$ cat src/rtl/spim_pkg.sv
package spim_pkg;
  localparam int DIV_W = 8;
  localparam logic [4:0] ADDR_MODE = 5'h00;
  localparam logic [4:0] ADDR_CTL0 = 5'h04;
  localparam logic [4:0] ADDR_CTL1 = 5'h08;
  localparam logic [4:0] ADDR_STAT = 5'h14;
  localparam logic [4:0] ADDR_DATA = 5'h18;
  localparam logic [1:0] MODE_CFG = 2'b01;
  localparam logic [1:0] MODE_RUN = 2'b10;

  // strobes and settings from control to datapath
  typedef struct packed {
    logic             txPush;
    logic             rxPop;
    logic             clearAll;
    logic             runEn;
    logic             cpol;
    logic             cpha;
    logic             lsbFirst;
    logic             wide;
    logic [DIV_W-1:0] div;
  } spimCmd_t;
endpackage

$ cat src/rtl/spim_fifo.sv
module spim_fifo #(
  parameter int DEPTH = 4,
  parameter int W = 16,
  localparam int PTR_W = $clog2(DEPTH),
  localparam int CNT_W = $clog2(DEPTH + 1)
) (
  input  logic             clk,
  input  logic             rstN,
  input  logic             clear,
  input  logic             push,
  input  logic             pop,
  input  logic [W-1:0]     din,
  output logic [W-1:0]     dout,
  output logic [CNT_W-1:0] count
);
  logic [W-1:0] mem [DEPTH];
  logic [PTR_W-1:0] wrPtr, rdPtr;
  logic doPush, doPop;

  assign doPush = push && (count != CNT_W'(DEPTH));
  assign doPop  = pop && (count != '0);
  assign dout   = mem[rdPtr];

  always_ff @(posedge clk) begin
    if (doPush) mem[wrPtr] <= din;
  end

  always_ff @(posedge clk or negedge rstN) begin
    if (!rstN) begin
      wrPtr <= '0;
      rdPtr <= '0;
      count <= '0;
    end else if (clear) begin
      wrPtr <= '0;
      rdPtr <= '0;
      count <= '0;
    end else begin
      if (doPush) wrPtr <= (wrPtr == PTR_W'(DEPTH - 1)) ? '0 : wrPtr + 1'b1;
      if (doPop)  rdPtr <= (rdPtr == PTR_W'(DEPTH - 1)) ? '0 : rdPtr + 1'b1;
      if (doPush && !doPop) count <= count + 1'b1;
      else if (doPop && !doPush) count <= count - 1'b1;
    end
  end
endmodule

$ cat src/rtl/spim_datapath.sv
module spim_datapath
  import spim_pkg::*;
#(
  parameter int DEPTH = 4,
  localparam int CNT_W = $clog2(DEPTH + 1),
  localparam int WORD_W = 16
) (
  input  logic              clk,
  input  logic              rstN,
  input  spimCmd_t          cmd,
  input  logic [WORD_W-1:0] txWord,
  output logic [WORD_W-1:0] rxHead,
  output logic [CNT_W-1:0]  txCount,
  output logic [CNT_W-1:0]  rxCount,
  output logic              busy,
  output logic              sclk,
  output logic              mosi,
  input  logic              miso
);
  logic [WORD_W-1:0] txHead, txSh, rxSh, rxShNext, rxWord, loadWord;
  logic [DIV_W-1:0] cnt, curDiv;
  logic [3:0] bitIdx, lastIdx;
  logic curCpol, curCpha, curLsb, curWide;
  logic startNow, leadNow, trailNow, sampleNow, shiftNow, doneNow;

  spim_fifo #(.DEPTH(DEPTH), .W(WORD_W)) u_txq (
    .clk(clk), .rstN(rstN), .clear(cmd.clearAll), .push(cmd.txPush),
    .pop(startNow), .din(txWord), .dout(txHead), .count(txCount));

  spim_fifo #(.DEPTH(DEPTH), .W(WORD_W)) u_rxq (
    .clk(clk), .rstN(rstN), .clear(cmd.clearAll), .push(doneNow),
    .pop(cmd.rxPop), .din(rxWord), .dout(rxHead), .count(rxCount));

  assign startNow  = !busy && cmd.runEn && (txCount != '0) && (rxCount != CNT_W'(DEPTH));
  assign leadNow   = busy && (cnt == (curDiv >> 1));
  assign trailNow  = busy && (cnt == curDiv);
  assign lastIdx   = curWide ? 4'd15 : 4'd7;
  assign sampleNow = curCpha ? trailNow : leadNow;
  assign shiftNow  = curCpha ? (leadNow && bitIdx != '0) : (trailNow && bitIdx != lastIdx);
  assign doneNow   = trailNow && (bitIdx == lastIdx);

  assign rxShNext = !sampleNow ? rxSh :
                    curLsb ? {miso, rxSh[WORD_W-1:1]} : {rxSh[WORD_W-2:0], miso};
  assign rxWord   = curWide ? rxShNext :
                    curLsb ? {8'h00, rxShNext[15:8]} : {8'h00, rxShNext[7:0]};
  assign loadWord = (cmd.lsbFirst || cmd.wide) ? txHead : {txHead[7:0], 8'h00};
  assign mosi     = curLsb ? txSh[0] : txSh[WORD_W-1];

  always_ff @(posedge clk or negedge rstN) begin
    if (!rstN) begin
      busy <= 1'b0;
      cnt <= '0;
      bitIdx <= '0;
      txSh <= '0;
      rxSh <= '0;
      sclk <= 1'b0;
      curDiv <= DIV_W'(1);
      {curCpol, curCpha, curLsb, curWide} <= '0;
    end else begin
      rxSh <= rxShNext;
      if (startNow) begin
        busy <= 1'b1;
        cnt <= '0;
        bitIdx <= '0;
        txSh <= loadWord;
        rxSh <= '0;
        curDiv <= cmd.div;
        {curCpol, curCpha, curLsb, curWide} <= {cmd.cpol, cmd.cpha, cmd.lsbFirst, cmd.wide};
      end else if (busy) begin
        cnt <= trailNow ? '0 : cnt + 1'b1;
        if (leadNow) sclk <= ~curCpol;
        if (trailNow) begin
          sclk <= curCpol;
          bitIdx <= bitIdx + 1'b1;
        end
        if (shiftNow) txSh <= curLsb ? (txSh >> 1) : (txSh << 1);
        if (doneNow) busy <= 1'b0;
      end else begin
        sclk <= cmd.cpol;
      end
    end
  end
endmodule

$ cat src/rtl/spim_ctrl.sv
module spim_ctrl
  import spim_pkg::*;
#(
  parameter int DEPTH = 4,
  localparam int CNT_W = $clog2(DEPTH + 1),
  localparam int LVL_W = $clog2(DEPTH)
) (
  input  logic             clk,
  input  logic             rstN,
  input  logic             busSel,
  input  logic             busWr,
  input  logic [4:0]       busAddr,
  input  logic [31:0]      busWdata,
  output logic [31:0]      busRdata,
  input  logic [CNT_W-1:0] txCount,
  input  logic [CNT_W-1:0] rxCount,
  input  logic             busy,
  input  logic [15:0]      rxHead,
  output spimCmd_t         cmd,
  output logic             irq
);
  logic [1:0] modeQ;
  logic stopQ, cpolQ, cphaQ, lsbQ, wideQ, irqEnQ;
  logic [LVL_W-1:0] lvlM1Q;
  logic [DIV_W-1:0] divQ;
  logic wrEn, cfgOpen, rxFlag, idle;
  logic unusedHiBits;

  assign unusedHiBits = ^busWdata[31:16];
  assign wrEn    = busSel && busWr;
  assign cfgOpen = (modeQ == MODE_CFG);
  assign rxFlag  = rxCount >= (CNT_W'(lvlM1Q) + CNT_W'(1));
  assign idle    = !busy && (txCount == '0);
  assign irq     = rxFlag && irqEnQ;

  always_comb begin
    cmd.txPush   = wrEn && (busAddr == ADDR_DATA);
    cmd.rxPop    = busSel && !busWr && (busAddr == ADDR_DATA);
    cmd.clearAll = wrEn && (busAddr == ADDR_MODE) && busWdata[0];
    cmd.runEn    = (modeQ == MODE_RUN) && !stopQ;
    cmd.cpol     = cpolQ;
    cmd.cpha     = cphaQ;
    cmd.lsbFirst = lsbQ;
    cmd.wide     = wideQ;
    cmd.div      = divQ;
  end

  always_comb begin
    case (busAddr)
      ADDR_MODE: busRdata = {24'h0, modeQ, 4'h0, stopQ, 1'b0};
      ADDR_CTL0: busRdata = {18'h0, 2'(lvlM1Q), 2'b0, irqEnQ, 6'h0, lsbQ, cphaQ, cpolQ};
      ADDR_CTL1: busRdata = {16'h0, divQ, wideQ ? 8'd16 : 8'd8};
      ADDR_STAT: busRdata = {16'h0, txCount == '0, rxFlag, 3'(txCount), 3'(rxCount),
                             5'h0, idle, 2'b0};
      ADDR_DATA: busRdata = {16'h0, rxHead};
      default:   busRdata = '0;
    endcase
  end

  always_ff @(posedge clk or negedge rstN) begin
    if (!rstN) begin
      modeQ <= MODE_CFG;
      stopQ <= 1'b0;
      {cpolQ, cphaQ, lsbQ, wideQ, irqEnQ} <= '0;
      lvlM1Q <= '0;
      divQ <= DIV_W'(1);
    end else if (wrEn) begin
      case (busAddr)
        ADDR_MODE: begin
          modeQ <= busWdata[7:6];
          stopQ <= busWdata[1];
        end
        ADDR_CTL0: begin
          irqEnQ <= busWdata[9];
          lvlM1Q <= busWdata[12 +: LVL_W];
          if (cfgOpen) {lsbQ, cphaQ, cpolQ} <= busWdata[2:0];
        end
        ADDR_CTL1: begin
          if (cfgOpen) begin
            divQ  <= (busWdata[15:8] == '0) ? DIV_W'(1) : busWdata[8 +: DIV_W];
            wideQ <= (busWdata[7:0] == 8'd16);
          end
        end
        default: ;
      endcase
    end
  end
endmodule

$ cat src/rtl/spim_top.sv
module spim_top
  import spim_pkg::*;
#(
  parameter int DEPTH = 4,
  localparam int CNT_W = $clog2(DEPTH + 1)
) (
  input  logic        clk,
  input  logic        rstN,
  input  logic        busSel,
  input  logic        busWr,
  input  logic [4:0]  busAddr,
  input  logic [31:0] busWdata,
  output logic [31:0] busRdata,
  output logic        sclk,
  output logic        mosi,
  input  logic        miso,
  output logic        irq
);
  spimCmd_t cmd;
  logic [CNT_W-1:0] txCount, rxCount;
  logic [15:0] rxHead;
  logic busy;

  spim_ctrl #(.DEPTH(DEPTH)) u_ctrl (
    .clk(clk), .rstN(rstN), .busSel(busSel), .busWr(busWr), .busAddr(busAddr),
    .busWdata(busWdata), .busRdata(busRdata), .txCount(txCount), .rxCount(rxCount),
    .busy(busy), .rxHead(rxHead), .cmd(cmd), .irq(irq));

  spim_datapath #(.DEPTH(DEPTH)) u_dp (
    .clk(clk), .rstN(rstN), .cmd(cmd), .txWord(busWdata[15:0]), .rxHead(rxHead),
    .txCount(txCount), .rxCount(rxCount), .busy(busy), .sclk(sclk), .mosi(mosi),
    .miso(miso));
endmodule

$ cat config.mk
export PLATFORM = sky130hd
export DESIGN_NAME = spim_top
export DESIGN_NICKNAME = d
export VERILOG_FILES = /design/src/rtl/spim_pkg.sv /design/src/rtl/spim_fifo.sv /design/src/rtl/spim_datapath.sv /design/src/rtl/spim_ctrl.sv /design/src/rtl/spim_top.sv
export SDC_FILE = /design/constraint.sdc
export NUM_CORES = 1
export LEC_CHECK = 0
export BUFFER_PORTS_ARGS = -buffer_cell sky130_fd_sc_hd__buf_2
export CORE_UTILIZATION = 31
export CTS_CLUSTER_DIAMETER = 80
export DETAILED_ROUTE_END_ITERATION = 16
export PLACE_DENSITY = 0.57
export SYNTH_ARGS = -nofsm -noshare
export SYNTH_HDL_FRONTEND = slang
export SYNTH_SLANG_ARGS = --single-unit
$ cat constraint.sdc
create_clock -name clk -period 6.1 [get_ports clk]
set_input_delay 1.525 -clock clk [delete_from_list [all_inputs] [get_ports clk]]
set_output_delay 1.525 -clock clk [all_outputs]
set_load 0.005 [all_outputs]
==> run metrics <==
Post-CTS Setup Bufs 0; Min Hold Slack 471 ps; crit share post-route 80.5%; nets roughly 930; status completed; Total GRT Usage 14.3%; Synth Warn # 0; Clock Path Buffers 3; Vias/cell 5.06; TritonCTS buffer count 22; max_slew headroom between 30% and 40%; RSZ-0062 raised after global routing false; Final Max Tran Viols 0; gr ovfl total 0; fillers 3310; initial antenna violation count 0; layout cells sized above 1 18.3%; CTS root buffer clkbuf_16; Synth Cell Area 10700 µm²; num rows 67; Worst setup EP type primary output; Die H 188 µm; Antenna Violating Nets Remaining 0; Synth top area share 35.8%; Post-synth EDFFs between 100 and 150; Clock Skew a little over 8 ps; ys async rst share 41.3%; fmax 204 MHz; Final Power 0.00455 W; wire length per cell 18.9 µm; most frequent cells after synthesis edfxtp_1 (128), nand2_1 (102), dfrtp_1 (87); n_diodes 0; Hold Buf Count CTS 0; die footprint ~35000 µm²; Crit path required time 4580 ps; Placer Congestion between 0.7 and 0.8; Worst VDD drop between 0.00015 and 0.0002 V; Cells after Synth 842; Avg Inst Size Synth between 10 and 15 µm²; htree depth 1; Total Wirelength 25.1 mm; final setup vio count 0; min cycle time layout 4910 ps; cell taking the most area after synthesis edfxtp_1; vias in the first global route 6773; Cell variety after synth 63; Yosys reg bits ~220; Vias just under 7000; crit path kind input pin to primary output; first-pass GRT wire length 39.8 mm; Crit Path Max Fanout 9; CP arrival 3390 ps; Worst-Margin Slew 972 ps; Initial DRC Count 419; post_cts resized 0; CTS tree done; Seq/Total Area, Yosys 56.8%; crit path launch type input pin; Post-synth top flop edfxtp_1; Reg clk slew, reported paths 60 ps; largest net degree at the start of global routing 51; clk sink count approximately 220; Tightest Hold Check Type flip-flop to flip-flop; hold violation count in the final report 0; leakage power 4.74 nW; setup TNS 0 ps; die width roughly 190 µm; hpwl dp 16.8 mm; Pre-antenna DRT Iters 5; core area between 30000 and 40000 µm²; Area growth syn-to-layout 12.3%; I/O pin count 77; max cap viols 0; initial cell density of the core a little under a third; port buffer count 44; PwrDens between 300 and 400 nW/µm²; Clk Latency, worst-skew pair 500 ps; synth top area cells edfxtp_1 (36%), dfrtp_1 (20%), mux2i_1 (8.0%), mux4_2 (5.4%), nand2_1 (3.6%); drt drc 0; most frequent cell after synthesis edfxtp_1
[sequential cells by signal, indices dropped and copies added (netlist names), 2 cells and up]
register	flops
u_ctrl.modeQ	2
u_dp.txSh	16
u_ctrl.divQ	8
u_dp.u_rxq.count	3
u_dp.u_txq.rdPtr	2
u_dp.rxSh	16
u_dp.u_rxq.rdPtr	2
u_dp.bitIdx	4
u_ctrl.lvlM1Q	2
u_dp.u_rxq.wrPtr	2
u_dp.u_txq.count	3
u_dp.u_txq.wrPtr	2
u_dp.u_rxq.mem	64
u_dp.u_txq.mem	64
u_dp.cnt	8
u_dp.curDiv	8
[worst max-delay path, cell delays in order]
cell     delay (ps)
buf_2           110
or4b_4          560
nor2_1          480
buf_4           280
nand2_1          60
o31ai_1         140
buf_2           220
[layout make-up]
| cell class | instances | area (µm²) | share of cell area, % |
|---|---|---|---|
| clock buffer | 26 | 597 | 4.95 |
| clock inverter | 14 | 144 | 1.19 |
| inverter | 17 | 63.8 | 0.529 |
| multi-input combinational | 555 | 4320 | 35.8 |
| sequential | 218 | 6100 | 50.6 |
| tap | 448 | 561 | 4.64 |
| timing repair buffer | 52 | 283 | 2.34 |
[final timing paths]
| kind | start | endpoint | slack (ps) | cells after the start |
|---|---|---|---|---|
| worst max-delay path | busAddr[2] | busRdata[3] | 1190 | 7 |
| worst min register to register | u_dp.curDiv[0]$_DFFE_PN1N_ | u_dp.curDiv[0]$_DFFE_PN1N_ | 470 | 2 |
| worst min-delay path | u_dp.curDiv[0]$_DFFE_PN1N_ | u_dp.curDiv[0]$_DFFE_PN1N_ | 470 | 2 |
| worst max register to register | u_dp.busy$_DFF_PN0_ | u_dp.u_rxq.mem[2][8]$_DFFE_PP_ | 2930 | 5 |
| min in group asynchronous | rstN | u_dp.txSh[1]$_DFFE_PN0P_ | 1060 | 1 |
| max in group asynchronous | rstN | u_dp.u_txq.rdPtr[1]$_DFFE_PN0P_ | 3940 | 2 |
[cells by family (layout without fill, tap and decap cells)]
family / count (synthesis) / count (layout) / synth area share (%)
other: 1 / 16 / 0.0349
AND/OR/NAND/NOR: 230 / 230 / 10.9
multiplexers: 146 / 146 / 17.0
adder cells (fa/ha/maj): 19 / 19 / 2.35
XOR/XNOR: 20 / 20 / 1.63
AO/OA/AOI/OAI: 124 / 124 / 7.71
buffers and inverters: 84 / 109 / 3.63
flip-flops: 218 / 218 / 56.8
[through the flow]
step | cells | utilization [%] | instance area (µm²) | worst slack [ps]
after floorplan | 857 | - | 10800 | 1730
after global placement | 1290 | 33.5 | 11300 | 1190
after detailed placement | 1290 | 33.5 | 11300 | 1210
after CTS | 1330 | 35.7 | 12100 | 1200
after global routing | 1330 | 35.7 | 12100 | 1110
final | 1330 | 35.7 | 12100 | 1190
[cells in the final DEF (no fill, tap or decap), types with 16 or more instances in the layout]
master	netlist	final
clkbuf_16	0	23
mux4_2	26	26
mux2_2	33	33
dfrtp_1	87	85
inv_1	17	17
ha_1	17	17
a21oi_1	22	22
conb_1	1	16
buf_2	8	43
o21ai_0	31	31
nor2_1	28	28
and2_1	16	16
nand2_1	102	102
mux2i_1	86	86
edfxtp_1	128	128
[report_power, final]
group	leakage [nW]	switching (W)	internal (W)	total (W)
clock	0.359	0.000559	0.000825	0.00138
combinational	2.03	0.000640	0.000507	0.00115
sequential	2.35	0.000252	0.00177	0.00202
total	4.74	0.00145	0.00310	0.00455
[layer usage]
metal  track usage [%]  vias to the layer above  share of wire, %
li1                  -                     3157                 -
met3              1.84                       36               3.3
met4              3.41                        0               2.3
met2              23.5                      143                47
met1              20.1                     3391                47
met5                 0                        -                 0
Note: power is estimated with default switching activity, not from simulation.
